### config.mk
export PLATFORM = sky130hd
export DESIGN_NAME = dcy_ctrl
export DESIGN_NICKNAME = d
export VERILOG_FILES = /design/src/rtl/dcy_pkg.sv /design/src/rtl/dcy_evt_dec.sv /design/src/rtl/dcy_line.sv /design/src/rtl/dcy_ctrl.sv
export SDC_FILE = /design/constraint.sdc
export NUM_CORES = 1
export LEC_CHECK = 0
export BUFFER_PORTS_ARGS = -buffer_cell sky130_fd_sc_hd__buf_2
export CAP_MARGIN = 20
export CELL_PAD_IN_SITES_DETAIL_PLACEMENT = 0
export CELL_PAD_IN_SITES_GLOBAL_PLACEMENT = 1
export CORE_UTILIZATION = 42
export DETAILED_ROUTE_END_ITERATION = 8
export GPL_TIMING_DRIVEN = 0
export PLACE_DENSITY = 0.85
export SLEW_MARGIN = 20
export SYNTH_ARGS = -nofsm -noshare
export SYNTH_HDL_FRONTEND = slang
export SYNTH_SLANG_ARGS = --single-unit
### constraint.sdc
create_clock -name clk -period 1.6 [get_ports clk]
set_input_delay 0.16 -clock clk [delete_from_list [all_inputs] [get_ports clk]]
set_output_delay 0.16 -clock clk [all_outputs]
set_load 0.05 [all_outputs]
### src/rtl/dcy_pkg.sv
package dcy_pkg;
  typedef enum int unsigned {
    EV_HIT    = 0,
    EV_FILL   = 1,
    EV_L1FILL = 2,
    EV_L1EVCT = 3,
    EV_NUM    = 4
  } ev_kind_e;
endpackage

### src/rtl/dcy_evt_dec.sv
module dcy_evt_dec #(
  parameter int N_LINES = 16,
  parameter int IDX_W   = 4
) (
  input  logic               vld,
  input  logic [IDX_W-1:0]   idx,
  output logic [N_LINES-1:0] hot
);
  for (genvar i = 0; i < N_LINES; i++) begin : g_hot
    assign hot[i] = vld && (idx == IDX_W'(i));
  end
endmodule

### src/rtl/dcy_line.sv
module dcy_line #(
  parameter int CNT_W = 2
) (
  input  logic clk,
  input  logic rst_n,
  input  logic hybrid_mode,
  input  logic tick,
  input  logic hit,
  input  logic fill,
  input  logic l1_fill,
  input  logic l1_evict,
  output logic gate_off,
  output logic drowsy,
  output logic binv
);
  localparam logic [CNT_W-1:0] CNT_MAX = {CNT_W{1'b1}};

  logic [CNT_W-1:0] cnt_q, cnt_d;
  logic incl_q, incl_d;
  logic off_q, off_d;
  logic clr_cnt, any_evt, cnt_en, at_max;

  assign any_evt = hit | fill | l1_fill | l1_evict;
  assign clr_cnt = hit | fill | (hybrid_mode & (l1_fill | l1_evict));
  assign cnt_en  = !off_q && (hybrid_mode ? !incl_q : 1'b1);
  assign at_max  = (cnt_q == CNT_MAX);

  always_comb begin
    cnt_d = cnt_q;
    if (clr_cnt)
      cnt_d = '0;
    else if (tick && cnt_en && !at_max)
      cnt_d = cnt_q + 1'b1;
  end

  always_comb begin
    incl_d = incl_q;
    if (l1_fill)
      incl_d = 1'b1;
    else if (l1_evict || fill)
      incl_d = 1'b0;
  end

  always_comb begin
    if (fill)
      off_d = 1'b0;
    else if (off_q)
      off_d = 1'b1;
    else
      off_d = at_max && !incl_q && !any_evt;
  end

  always_ff @(posedge clk) begin
    if (!rst_n) begin
      cnt_q  <= '0;
      incl_q <= 1'b0;
      off_q  <= 1'b0;
    end else begin
      cnt_q  <= cnt_d;
      incl_q <= incl_d;
      off_q  <= off_d;
    end
  end

  assign gate_off = off_q;
  assign drowsy   = hybrid_mode && incl_q && !off_q;
  assign binv     = at_max && incl_q && !off_q;

  AST_FILL_WAKE: assert property (@(posedge clk) disable iff (!rst_n)
    fill |=> (!gate_off && cnt_q == '0));
  AST_SAT_HOLD: assert property (@(posedge clk) disable iff (!rst_n)
    (at_max && !hit && !fill && !(hybrid_mode && (l1_fill || l1_evict))) |=> at_max);
  AST_GATE_CLEAN: assert property (@(posedge clk) disable iff (!rst_n)
    $rose(gate_off) |-> !incl_q);
  AST_HYB_FREEZE: assert property (@(posedge clk) disable iff (!rst_n)
    (hybrid_mode && incl_q && !hit && !fill && !l1_fill && !l1_evict) |=> $stable(cnt_q));
  AST_MOD_EVICT: assert property (@(posedge clk) disable iff (!rst_n)
    (!hybrid_mode && l1_evict && !hit && !fill && !l1_fill && !tick) |=> $stable(cnt_q));
  AST_EVT_WINS: assert property (@(posedge clk) disable iff (!rst_n)
    (tick && (hit || fill)) |=> (cnt_q == '0));
  AST_NO_GATE_ON_EVT: assert property (@(posedge clk) disable iff (!rst_n)
    (!gate_off && any_evt) |=> !gate_off);
endmodule

### src/rtl/dcy_ctrl.sv
module dcy_ctrl #(
  parameter int N_LINES = 16,
  parameter int CNT_W   = 2,
  localparam int IDX_W  = (N_LINES > 1) ? $clog2(N_LINES) : 1
) (
  input  logic               clk,
  input  logic               rst_n,
  input  logic               hybrid_mode,
  input  logic               decay_tick,
  input  logic               l2_hit_vld,
  input  logic [IDX_W-1:0]   l2_hit_idx,
  input  logic               l2_fill_vld,
  input  logic [IDX_W-1:0]   l2_fill_idx,
  input  logic               l1_fill_vld,
  input  logic [IDX_W-1:0]   l1_fill_idx,
  input  logic               l1_evict_vld,
  input  logic [IDX_W-1:0]   l1_evict_idx,
  output logic [N_LINES-1:0] gate_off,
  output logic [N_LINES-1:0] drowsy,
  output logic [N_LINES-1:0] binv_req
);
  import dcy_pkg::*;

  logic [EV_NUM-1:0]  ev_vld;
  logic [IDX_W-1:0]   ev_idx [EV_NUM];
  logic [N_LINES-1:0] ev_hot [EV_NUM];

  assign ev_vld[EV_HIT]    = l2_hit_vld;
  assign ev_vld[EV_FILL]   = l2_fill_vld;
  assign ev_vld[EV_L1FILL] = l1_fill_vld;
  assign ev_vld[EV_L1EVCT] = l1_evict_vld;
  assign ev_idx[EV_HIT]    = l2_hit_idx;
  assign ev_idx[EV_FILL]   = l2_fill_idx;
  assign ev_idx[EV_L1FILL] = l1_fill_idx;
  assign ev_idx[EV_L1EVCT] = l1_evict_idx;

  for (genvar e = 0; e < EV_NUM; e++) begin : g_dec
    dcy_evt_dec #(.N_LINES(N_LINES), .IDX_W(IDX_W)) u_dec (
      .vld (ev_vld[e]),
      .idx (ev_idx[e]),
      .hot (ev_hot[e])
    );
  end

  for (genvar i = 0; i < N_LINES; i++) begin : g_line
    dcy_line #(.CNT_W(CNT_W)) u_line (
      .clk         (clk),
      .rst_n       (rst_n),
      .hybrid_mode (hybrid_mode),
      .tick        (decay_tick),
      .hit         (ev_hot[EV_HIT][i]),
      .fill        (ev_hot[EV_FILL][i]),
      .l1_fill     (ev_hot[EV_L1FILL][i]),
      .l1_evict    (ev_hot[EV_L1EVCT][i]),
      .gate_off    (gate_off[i]),
      .drowsy      (drowsy[i]),
      .binv        (binv_req[i])
    );
  end

  AST_DROWSY_MODE: assert property (@(posedge clk) disable iff (!rst_n)
    (!hybrid_mode) |-> (drowsy == '0));
  AST_BINV_POWERED: assert property (@(posedge clk) disable iff (!rst_n)
    (binv_req & gate_off) == '0);
endmodule

* Yosys cells after proc, flatten, opt, wreduce, memory -nomap -nowiden
Index checks and enable logic that the tools add are counted.
** Word-level totals
- Memories :: 0
- Bits in latches :: 0
- Flip-flop bits (word level) :: 64
- Output and inout bits :: 48
- Memory bits (writable) :: 0
- ROM bits :: 0
- Bits of input ports :: 24
** Operators by class
- Order comparisons :: 0
- Add/sub/neg operators :: 16
- Multiplexer cells :: 64
- Equality and inequality tests :: 76
- Div/mod/pow operators :: 0
- Bitwise operators :: 97
- Shift-type cells :: 0
- $mul :: 0
- Reduce and logical (&&, ||, !) cells :: 340
** Operator list (number)
- $logic_and 1x1->1 :: 208
- $eq 4x4->1 const B :: 32
- $or 1x1->1 :: 80
- $eq 4x3->1 const B :: 16
- $logic_not 1->1 :: 64
- $mux 1 :: 64
- $reduce_or 2->1 :: 32
- $add 2x1->2 const B :: 16
- $eq 2x2->1 const B :: 16
- $eq 4x2->1 const B :: 8
- $reduce_bool 2->1 :: 16
- $and 1x1->1 :: 16
- $eq 4x1->1 const B :: 4
- $logic_not 4->1 :: 4
- $logic_or 1x1->1 :: 16
- $not 1->1 :: 1

* Logic depth before layout (Yosys ltp)
Gate-level depths: netlist of the first run.
- Depth in word-level cells :: 8
- Depth in mapped cells :: 5

* By module
A second synthesis of the first run with hierarchy kept.
** Second synthesis, totals
- Cells, all modules :: 492
- Area, all modules :: 3957.5 um^2
** By module, submodules not included
- dcy_line (g_line[0].u_line ...) :: sequential area each 80.1 um^2, area each 217.7 um^2, cells each 25, times used 13
- dcy_line (g_line[7].u_line ...) :: sequential area each 80.1 um^2, area each 219.0 um^2, cells each 25, times used 3
- dcy_evt_dec :: sequential area each 0.0 um^2, area each 117.6 um^2, cells each 23, times used 4

* Least setup slack after synthesis of the first run
No wires, ideal clock.
- Path type :: reg-to-reg
- From :: reg g_line[9].u_line.cnt_q[0]
- To :: reg g_line[9].u_line.cnt_q[0]
- Period minus slack after synthesis :: 1258 ps
- Cell stages (with the launch flop) :: 6
- Setup slack :: 342 ps
- Buffers on the path :: 0
- Arrival time :: 1144 ps
- Required time :: 1485 ps
- Path through :: dfxtp_1 -> ha_1 -> a211oi_1 -> nand2_1 -> xnor2_1 -> and2_1
** Between the ends
- Longest elaborated chain between the ends :: 3
- Elaborated cells on any way between the ends :: 4
** Ends and longest elaborated chain
- from (decl) :: RTL line dcy_line.sv:18 : logic [CNT_W-1:0] cnt_q, cnt_d;
- from (signal assigned) :: RTL line dcy_line.sv:59 : cnt_q <= cnt_d;
- $eq 2x2->1 :: RTL line dcy_line.sv:26 : assign at_max = (cnt_q == CNT_MAX);
- $logic_not 1->1 :: RTL line dcy_line.sv:32 : else if (tick && cnt_en && !at_max)
- $logic_and 1x1->1 :: RTL line dcy_line.sv:32
Parallel ways exist; a longest one is shown, timed or not.
A chain may end at the register's enable or synchronous reset.

* Worst setup path in the final report of the first run
- From :: reg g_line[2].u_line.cnt_q[0]
- To :: out binv_req[2]
** Between the ends
- Longest elaborated chain between the ends :: 3
** Ends and longest elaborated chain
- from (decl) :: RTL line dcy_line.sv:18
- from (signal assigned) :: RTL line dcy_line.sv:59
- $eq 2x2->1 :: RTL line dcy_line.sv:26
- $logic_and 1x1->1 (2 in a row) :: RTL line dcy_line.sv:67 : assign binv = at_max && incl_q && !off_q;
- to (decl) :: RTL line dcy_ctrl.sv:20 : output logic [N_LINES-1:0] binv_req
Every way passes these cells.

==> results of run 1 <==
final cells by class:
class                   count  area, um^2  area share [%]
clock inverters             4        20.0           0.404
plain buffers              67         437            8.81
multi-input cells         361        2490            50.2
repair buffers             67         377            7.60
flip-flops and latches     64        1280            25.9
well taps                 133         166            3.36
clock buffers              12         145            2.93
inverters                  11        41.3           0.833
metrics by stage:
step                      total power, mW  std cells  hold slack [ns]  utilization, %
final                                3.78        719            0.257            51.0
after floorplan                      2.35        503            0.389               -
after global routing                 3.96        719            0.294            51.0
after global placement               2.53        703            0.445            48.5
after detailed placement             2.57        703            0.452            48.5
after CTS                            3.78        719            0.251            50.4
per-layer routing:
metal  GRT usage [%]  share of wire [%]  routed length, um  vias to the layer above
li1                -                  -                  -                     1932
met1            32.0                 46               5400                     1868
met2            37.9                 46               5450                      146
met3            4.31                6.4                756                       15
met4            6.48                1.5                174                        0
met5               0                  0                  0                        -
what timing repair did:
action | in CTS | in global routing
endpoints found under the setup margin | 13 | 12
gates cloned | 0 | 0
hold endpoints to repair | 0 | 0
resized for setup | 7 | 25
cells by family (layout without fill, tap and decap cells):
family	after synthesis	count (layout)	synth area share [%]
fa+ha+maj	16	16	4.75
simple gates	194	194	26.6
compound gates	127	127	21.8
mux	8	8	1.90
xor+xnor	16	16	3.32
buf+inv	78	161	11.3
flops	64	64	30.4
registers in the layout (all words and copies together), names as in the netlist:
signal and flops:
g_line.u_line.gate_off 16, g_line.u_line.cnt_q 32, g_line.u_line.incl_q 16
report_power, final:
part	switching, mW	leakage (nW)	internal (mW)	total (mW)
clock	0.646	0.0899	0.595	1.24
combinational	0.438	1.60	0.315	0.753
sequential	0.0820	0.523	1.71	1.79
total	1.17	2.21	2.62	3.78
critical path: stages (launching register included):
cell and delay (ns):
dfxtp_1 0.33, ha_1 0.23, and3b_1 0.17, buf_4 0.12, clkbuf_4 0.20
worst paths after layout:
check                                       endpoint  cells past startpoint  slack, ns                                    start
max                                      binv_req[2]                      4       0.04   g_line[2].u_line.cnt_q[0]$_SDFFE_PP0P_
min reg2reg  g_line[12].u_line.cnt_q[1]$_SDFFE_PP0P_                      2       0.46  g_line[12].u_line.cnt_q[1]$_SDFFE_PP0P_
max reg2reg   g_line[2].u_line.cnt_q[0]$_SDFFE_PP0P_                      5       0.24   g_line[2].u_line.cnt_q[0]$_SDFFE_PP0P_
min             g_line[4].u_line.incl_q$_SDFFE_PN0P_                      2       0.26                                    rst_n
cells in the final DEF (no fill, tap or decap), types with 13 or more instances in the layout:
master,count
a21boi_0,13
and2_1,17
and3_1,14
and3b_1,26
buf_2,57
buf_4,52
clkbuf_1,17
dfxtp_1,62
nand2_1,47
nand2b_1,15
nand3_1,15
nor2_1,22
nor2b_1,14
o21ai_0,18
xnor2_1,16
==> results.yml, run 1 <==
floorplanning:
  dieHeight_um: 102
  io_pins: 72
  die_w_um: 102
  coreArea_um2: 9730
  rows: 36
  die-area_um2: 10400
  start_util_pct: 43.3
timing:
  setup_slack_ns: 0.0425
  post-route-min-period_ns: 1.56
  worstMarginPinSlew_ns: 0.980
  post-route-period-util_pct: 97.3
  finClkSkew_ns: 0.00559
  finalHoldViolations: 0
  drv_slew: 0
  setup_viol: 0
  tns_ns: 0
  relSlewSlack_pct: 34.5
  rsz0062_at_grt: "no"
  fmax_mhz: 642
clocking:
  cts.sinks: 64
  htreeDepth: 3
  cts_buffers: 9
  clk_pin_slew_worst_paths_ns: 0.07
  clk_path_buf_depth: 2
  cts_tree: "built"
  clockRootBuffer: "clkbuf_8"
  clock_latency_ns: 0.35
  cts_hold_buf: 0
  cts_setup_buffers: 0
cells_and_area:
  diodes: 0
  finalNetCount: 621
  syn_to_final_growth_pct: 17.6
  drive_above_1_share_pct: 26.5
  nFillCells: 964
  finalInstanceArea_um2: 4960
routing:
  num_vias: 3961
  drt-total-wl_um: 11800
  drt_iter0_drc: 262
  vias_per_cell: 5.51
  drc: 0
  ant_nets: 0
  first_pass_iters: 5
  wl_per_cell_um: 16.4
placed_design:
  dp_hpwl_um: 8790
  gp_congestion: 0.906
  io_buffers: 67
  placed_area_um2: 4720
  dpl_worst_slack_ns: -0.396
min_path:
  min_path_type: "input pin to flop"
grt:
  grt_max_degree: 11
  grtUsageTotal_pct: 23.4
  grt_first_pass_wirelength_um: 18400
  antenna_found_initial: 0
  grt_pass1_vias: 3567
  grt-ovfl-total: 0
setup_path:
  required_ns: 1.44
  endpoint_kind: "output port"
  crit_type: "flop to output port"
  crit_path_start_kind: "flop"
  cp_max_fo: 3
  critPathArrivalTime_ns: 1.40
logic_synthesis:
  synth_cells: 503
  synth_edf_count: 0
  synth_nets: 543
  ys.flop_type: "dfxtp_1"
  synth.area.top_cells: "dfxtp_1 30%, buf_4 8.5%, and3b_1 5.4%"
  ys_warn_count: 0
  netlist_top_cells_count: "64 x dfxtp_1, 48 x buf_4, 47 x nand2_1"
  yosysTopAreaCellShare_pct: 30.4
  synth_cell_types: 46
  avgSynthCellArea_um2: 8.38
  synthMostInstantiatedCell: "dfxtp_1"
  async_flop_share_pct: 0
  ys_seq_elements: 64
  netlist_area_um2: 4220
  ys_seq_area_share_pct: 30.4
  synth_top_area_cell: "dfxtp_1"
power:
  peakVddDrop_mv: 0.434
  leakage_nw: 2.21
  power.density_nw_per_um2: 763
run_status:
  outcome: "finished clean"
run:
  maxCapViolCount: 0
Power figures use the tool's default switching activity.
==> run 2: changes to the inputs <==
--- a/config.mk
+++ b/config.mk
@@ -12,7 +12,7 @@
 export CORE_UTILIZATION = 42
 export DETAILED_ROUTE_END_ITERATION = 8
 export GPL_TIMING_DRIVEN = 0
-export PLACE_DENSITY = 0.85
+export PLACE_DENSITY_LB_ADDON = 0.1
 export SLEW_MARGIN = 20
 export SYNTH_ARGS = -nofsm -noshare
 export SYNTH_HDL_FRONTEND = slang
==> results.yml, run 2 (synthesis gave the netlist of run 1 again) <==
min_path:
  hold_path_startpoint: "rst_n"
  hold_end: "g_line[12].u_line.incl_q$_SDFFE_PN0P_"
  min_path_type: "input pin to flop"
  min_path_cells: 2
clocking:
  clock_latency_ns: 0.35
  clockRootBuffer: "clkbuf_8"
  cts_hold_buf: 0
  cts_tree: "built"
  clk_pin_slew_worst_paths_ns: 0.07
  cts.sinks: 64
  clk_path_buf_depth: 2
  cts_buffers: 9
  htreeDepth: 3
  cts_setup_buffers: 0
run:
  maxCapViolCount: 0
floorplanning:
  io_pins: 72
  die_w_um: 102
  dieHeight_um: 102
  die-area_um2: 10400
  start_util_pct: 43.3
  rows: 36
  coreArea_um2: 9730
setup_path:
  max_stage_delay_ns: 0.32
  r2r_setup_slack_ns: 0.16
  critPathArrivalTime_ns: 1.39
  crit_type: "flop to output port"
  critPathBufInv: 2
  worst-r2r-cell-count: 5
  worstReg2RegEnd: "g_line[6].u_line.cnt_q[0]$_SDFFE_PP0P_"
  r2r-start: "g_line[6].u_line.cnt_q[0]$_SDFFE_PP0P_"
  cp_max_fo: 3
  cp_slowest_cell: "dfxtp_1"
  crit_path_start_kind: "flop"
  critPathLaunch: "g_line[5].u_line.cnt_q[0]$_SDFFE_PP0P_"
  required_ns: 1.44
  crit_family: "flip-flops"
  path_cells: "ha_1 > and3b_1 > buf_4 > clkbuf_4"
  endpoint_kind: "output port"
grt:
  grt_pass1_vias: 3674
  antenna_found_initial: 0
  grt_max_degree: 11
  grt-ovfl-total: 0
  grt_first_pass_wirelength_um: 19100
  grtUsageTotal_pct: 24.2
timing:
  setup_viol: 0
  post-route-min-period_ns: 1.55
  setup_slack_ns: 0.0474
  whs_ns: 0.265
  finalHoldViolations: 0
  relSlewSlack_pct: 35.5
  worstMarginPinSlew_ns: 0.965
  post-route-period-util_pct: 97.0
  finClkSkew_ns: 0.00749
  fmax_mhz: 644
  drv_slew: 0
routing:
  dr_wl_met2_um: 5730
  drc: 0
  first_pass_iters: 4
  ant_nets: 0
  drt-total-wl_um: 12100
  vias_per_cell: 5.55
  top_layer: "met4"
  drt_iter0_drc: 197
  wl_met3_um: 604
  wl_per_cell_um: 16.9
  wl_met1_um: 5620
  num_vias: 3989
cells_and_area:
  final_common_cell: "dfxtp_1"
  diodes: 0
  drive_above_1_share_pct: 26.1
  final_cell_mix: "61 x dfxtp_1, 55 x buf_2, 53 x buf_4"
  nFillCells: 986
  largest_register_ffs: 32
  regMostFlops: "g_line.u_line.cnt_q"
  finalNetCount: 621
  syn_to_final_growth_pct: 19.2
  finalInstanceArea_um2: 5020
placed_design:
  dpl_worst_slack_ns: -0.344
  gp_congestion: 0.932
  placed_area_um2: 4720
  io_buffers: 67
  dp_hpwl_um: 8980
power:
  peakVddDrop_mv: 0.462
  power.density_nw_per_um2: 838
  leakage_nw: 2.24
  totalPowerFinal_mw: 4.21
run_status:
  outcome: "finished clean"
==> run 2: cell count changes in the layout (fill, tap and decap cells not counted), sizes merged <==
cell and delta:
clkinv -4, buf -1, clkbuf +3, bufinv +2
==> run 2: routing by layer <==
layer  global-route usage, %  vias up
li1                        -     1934
met1                    32.2     1915
met2                    40.6      124
met3                    3.76       16
met4                    6.92        0
met5                       0        -
==> run 2: final cells by class <==
type | count | area (um^2) | area share, %
inverters | 11 | 41.3 | 0.822
multi-input cells | 361 | 2480 | 49.4
well taps | 133 | 166 | 3.31
flip-flops and latches | 64 | 1280 | 25.6
plain buffers | 67 | 437 | 8.69
clock inverters | 2 | 60.1 | 1.20
clock buffers | 14 | 173 | 3.44
repair buffers | 67 | 382 | 7.59
==> run 2: how the worst max path moves through the flow <==
stage	endpoint	cells past startpoint
5_1_grt	binv_req[1]	4
3_3_place_gp	drowsy[15]	5
3_5_place_dp	drowsy[7]	5
2_1_floorplan	g_line[9].u_line.cnt_q[0]$_SDFFE_PP0P_	5
6_report	binv_req[5]	4
4_1_cts	binv_req[4]	5
==> run 2: metrics by stage <==
stage / TNS, ns / instances / util [%]
5_1_grt: -0.000268 / 719 / 51.6
4_1_cts: 0 / 719 / 51.1
3_3_place_gp: -4.79 / 703 / 48.5
2_1_floorplan: 0 / 503 / -
3_5_place_dp: -4.64 / 703 / 48.5
6_report: 0 / 719 / 51.6
==> run 2: where the power goes <==
part / leakage (nW) / switching [mW] / internal [mW]
registers: 0.523 / 0.0810 / 1.71
logic: 1.61 / 0.440 / 0.314
clock network: 0.117 / 0.661 / 1.01
==> run 2: what timing repair did <==
item                                    CTS  global route
endpoints found under the setup margin   13            14
resized for setup                         8            25
endpoints found under the hold margin     0             0
==> run 3: changes to the inputs <==
--- a/config.mk
+++ b/config.mk
@@ -6,14 +6,14 @@
 export NUM_CORES = 1
 export LEC_CHECK = 0
 export BUFFER_PORTS_ARGS = -buffer_cell sky130_fd_sc_hd__buf_2
-export CAP_MARGIN = 20
 export CELL_PAD_IN_SITES_DETAIL_PLACEMENT = 0
 export CELL_PAD_IN_SITES_GLOBAL_PLACEMENT = 1
-export CORE_UTILIZATION = 42
+export CORE_UTILIZATION = 40
 export DETAILED_ROUTE_END_ITERATION = 8
 export GPL_TIMING_DRIVEN = 0
 export PLACE_DENSITY_LB_ADDON = 0.1
 export SLEW_MARGIN = 20
 export SYNTH_ARGS = -nofsm -noshare
 export SYNTH_HDL_FRONTEND = slang
+export SYNTH_HIERARCHICAL = 1
 export SYNTH_SLANG_ARGS = --single-unit
==> results.yml, run 3 <==
cells_and_area:
  finalNetCount: 614
  final_common_cell: "nor2_1"
  drive_above_1_share_pct: 28.3
  largest_register_ffs: 32
  finalInstanceArea_um2: 4710
  final_cell_mix: "112 x nor2_1, 69 x buf_2, 64 x dfxtp_1"
  syn_to_final_growth_pct: 19.0
  diodes: 0
  finish.utilization_pct: 50.0
  regMostFlops: "g_line.u_line/cnt_q"
timing:
  rsz0062_at_grt: "no"
  worstMarginPinSlew_ns: 0.557
  relSlewSlack_pct: 62.9
  setup_viol: 0
  whs_ns: 0.253
  finalHoldViolations: 0
  finClkSkew_ns: 0.00659
  post-route-min-period_ns: 1.52
  drv_slew: 0
  post-route-period-util_pct: 94.9
  fmax_mhz: 659
  tns_ns: 0
min_path:
  hold_path_startpoint: "l1_fill_idx[1]"
  min_path_type: "input pin to flop"
logic_synthesis:
  ys.flop_type: "dfxtp_1"
  synth_cells: 492
  ys_seq_elements: 64
  synth_edf_count: 0
  ys_warn_count: 6
  netlist_area_um2: 3960
  synth_nets: 532
  avgSynthCellArea_um2: 8.04
  async_flop_share_pct: 0
  yosysTopAreaCellShare_pct: 32.4
  synth_top_area_cell: "dfxtp_1"
  synth_cell_types: 20
  netlist_top_cells_count: "112 x nor2_1, 64 x dfxtp_1, 48 x a21oi_1, 48 x o21ai_0, 24 x nand2b_1"
  synthMostInstantiatedCell: "nor2_1"
  synth.area.top_cells: "dfxtp_1 32%, nor2_1 11%, a21oi_1 6.1%"
  ys_seq_area_share_pct: 32.4
placed_design:
  placed_area_um2: 4470
  dp_hpwl_um: 7890
  gp_congestion: 0.805
  io_buffers: 71
clocking:
  clock_latency_ns: 0.34
  cts.sinks: 64
  cts_hold_buf: 0
  postCtsResizedCells: 0
  clk_pin_slew_worst_paths_ns: 0.08
  clk_path_buf_depth: 2
  cts_setup_buffers: 0
  htreeDepth: 3
  clockRootBuffer: "clkbuf_8"
  cts_buffers: 9
  cts_tree: "built"
setup_path:
  cp_slowest_cell: "or3b_4"
  cp_max_fo: 4
  max_stage_delay_ns: 0.41
  path_cells: "ha_1 > or3b_4 > or3b_1 > a21oi_1"
  crit_path_start_kind: "flop"
  r2r_setup_slack_ns: 0.08
  r2r-start: "g_line[6].u_line/cnt_q[0]$_SDFFE_PP0P_"
  endpoint_kind: "flop"
  critPathLaunch: "g_line[6].u_line/cnt_q[0]$_SDFFE_PP0P_"
  required_ns: 1.88
  critPathArrivalTime_ns: 1.79
  crit_type: "flop to flop"
grt:
  grt_pass1_vias: 3617
  grt-ovfl-total: 0
  grtUsageTotal_pct: 22.0
  antenna_found_initial: 0
  grt_max_degree: 49
  grt_first_pass_wirelength_um: 17600
routing:
  top_layer: "met4"
  num_vias: 3763
  wl_per_cell_um: 14.9
  vias_per_cell: 5.31
  drt_iter0_drc: 176
  wl_met1_um: 5060
  wl_met3_um: 532
  dr_wl_met2_um: 4820
  ant_nets: 0
  drt-total-wl_um: 10600
  first_pass_iters: 6
  drc: 0
power:
  intPower_mw: 2.85
  power.density_nw_per_um2: 829
  clockPowerShare_pct: 40.7
  combPwrFrac_pct: 14.9
  p_seq_share_pct: 44.4
  leakage_nw: 2.00
  power_switching_mw: 1.05
  swShare_pct: 27.0
  peakVddDrop_mv: 0.378
floorplanning:
  coreArea_um2: 9420
  io_pins: 72
  die_w_um: 101
  start_util_pct: 42.0
  dieHeight_um: 101
  die-area_um2: 10300
  rows: 35
run_status:
  outcome: "finished clean"
run:
  maxCapViolCount: 0
==> run 3: cell count changes in the layout (fill, tap and decap cells not counted), moves of 16 or more <==
cell / change
a21oi_1: +36
and2_1: -17
and2_2: +16
and3b_2: +19
buf_4: -53
clkbuf_1: -16
nand2_1: -43
nor2_1: +90
o21ai_0: +30
or3_1: +16
or3b_4: +20
xnor2_1: -16
==> run 3: metal layers <==
layer | up-vias | GRT usage, %
met5 | - | 0
met4 | 0 | 6.47
met3 | 14 | 4.90
met2 | 89 | 36.3
met1 | 1730 | 28.9
li1 | 1930 | -
==> run 3: kinds of logic after synthesis <==
family,share of synthesized area [%]
simple gates,47.9
compound gates,14.7
fa+ha+maj,5.06
flops,32.4
==> run 3: worst paths after layout <==
check,cells past startpoint,to
hold / removal,4,g_line[0].u_line/incl_q$_SDFFE_PN0P_
hold reg to reg,2,g_line[14].u_line/cnt_q[1]$_SDFFE_PP0P_
setup reg to reg,4,g_line[6].u_line/cnt_q[1]$_SDFFE_PP0P_
setup / recovery,4,g_line[6].u_line/cnt_q[1]$_SDFFE_PP0P_
==> run 3: power groups by stage <==
stage          clock network (mW)  logic [mW]  registers, mW
6_report                     1.59       0.583           1.73
5_1_grt                      1.71       0.657           1.74
4_1_cts                      1.63       0.584           1.73
3_5_place_dp                    0       0.581           1.77
3_3_place_gp                    0       0.560           1.76
2_1_floorplan                   0       0.368           1.78
==> run 3: final cells by class <==
class                      instances  area, um^2
timing repair buffer              71         360
multi-input combinational        428        2680
sequential                        64        1280
clock inverter                     5        80.1
fill                             918        4710
clock buffer                      11         141
tap                              129         161
==> run 3: critical path: cells and delay by family (launching register included) <==
family | cells | cell delay, ns
adders and majority gates | 1 | 0.23
AOI/OAI and AO/OA | 1 | 0.13
and+or+nand+nor | 2 | 0.76
DFF | 1 | 0.33
==> run 3: metrics by stage <==
stage,cells,power (mW),worst slack [ns]
6_report,708,3.90,0.0821
5_1_grt,708,4.11,0.0125
2_1_floorplan,492,2.15,0.143
3_3_place_gp,692,2.32,0.0850
3_5_place_dp,692,2.35,0.0838
4_1_cts,708,3.94,0.0730
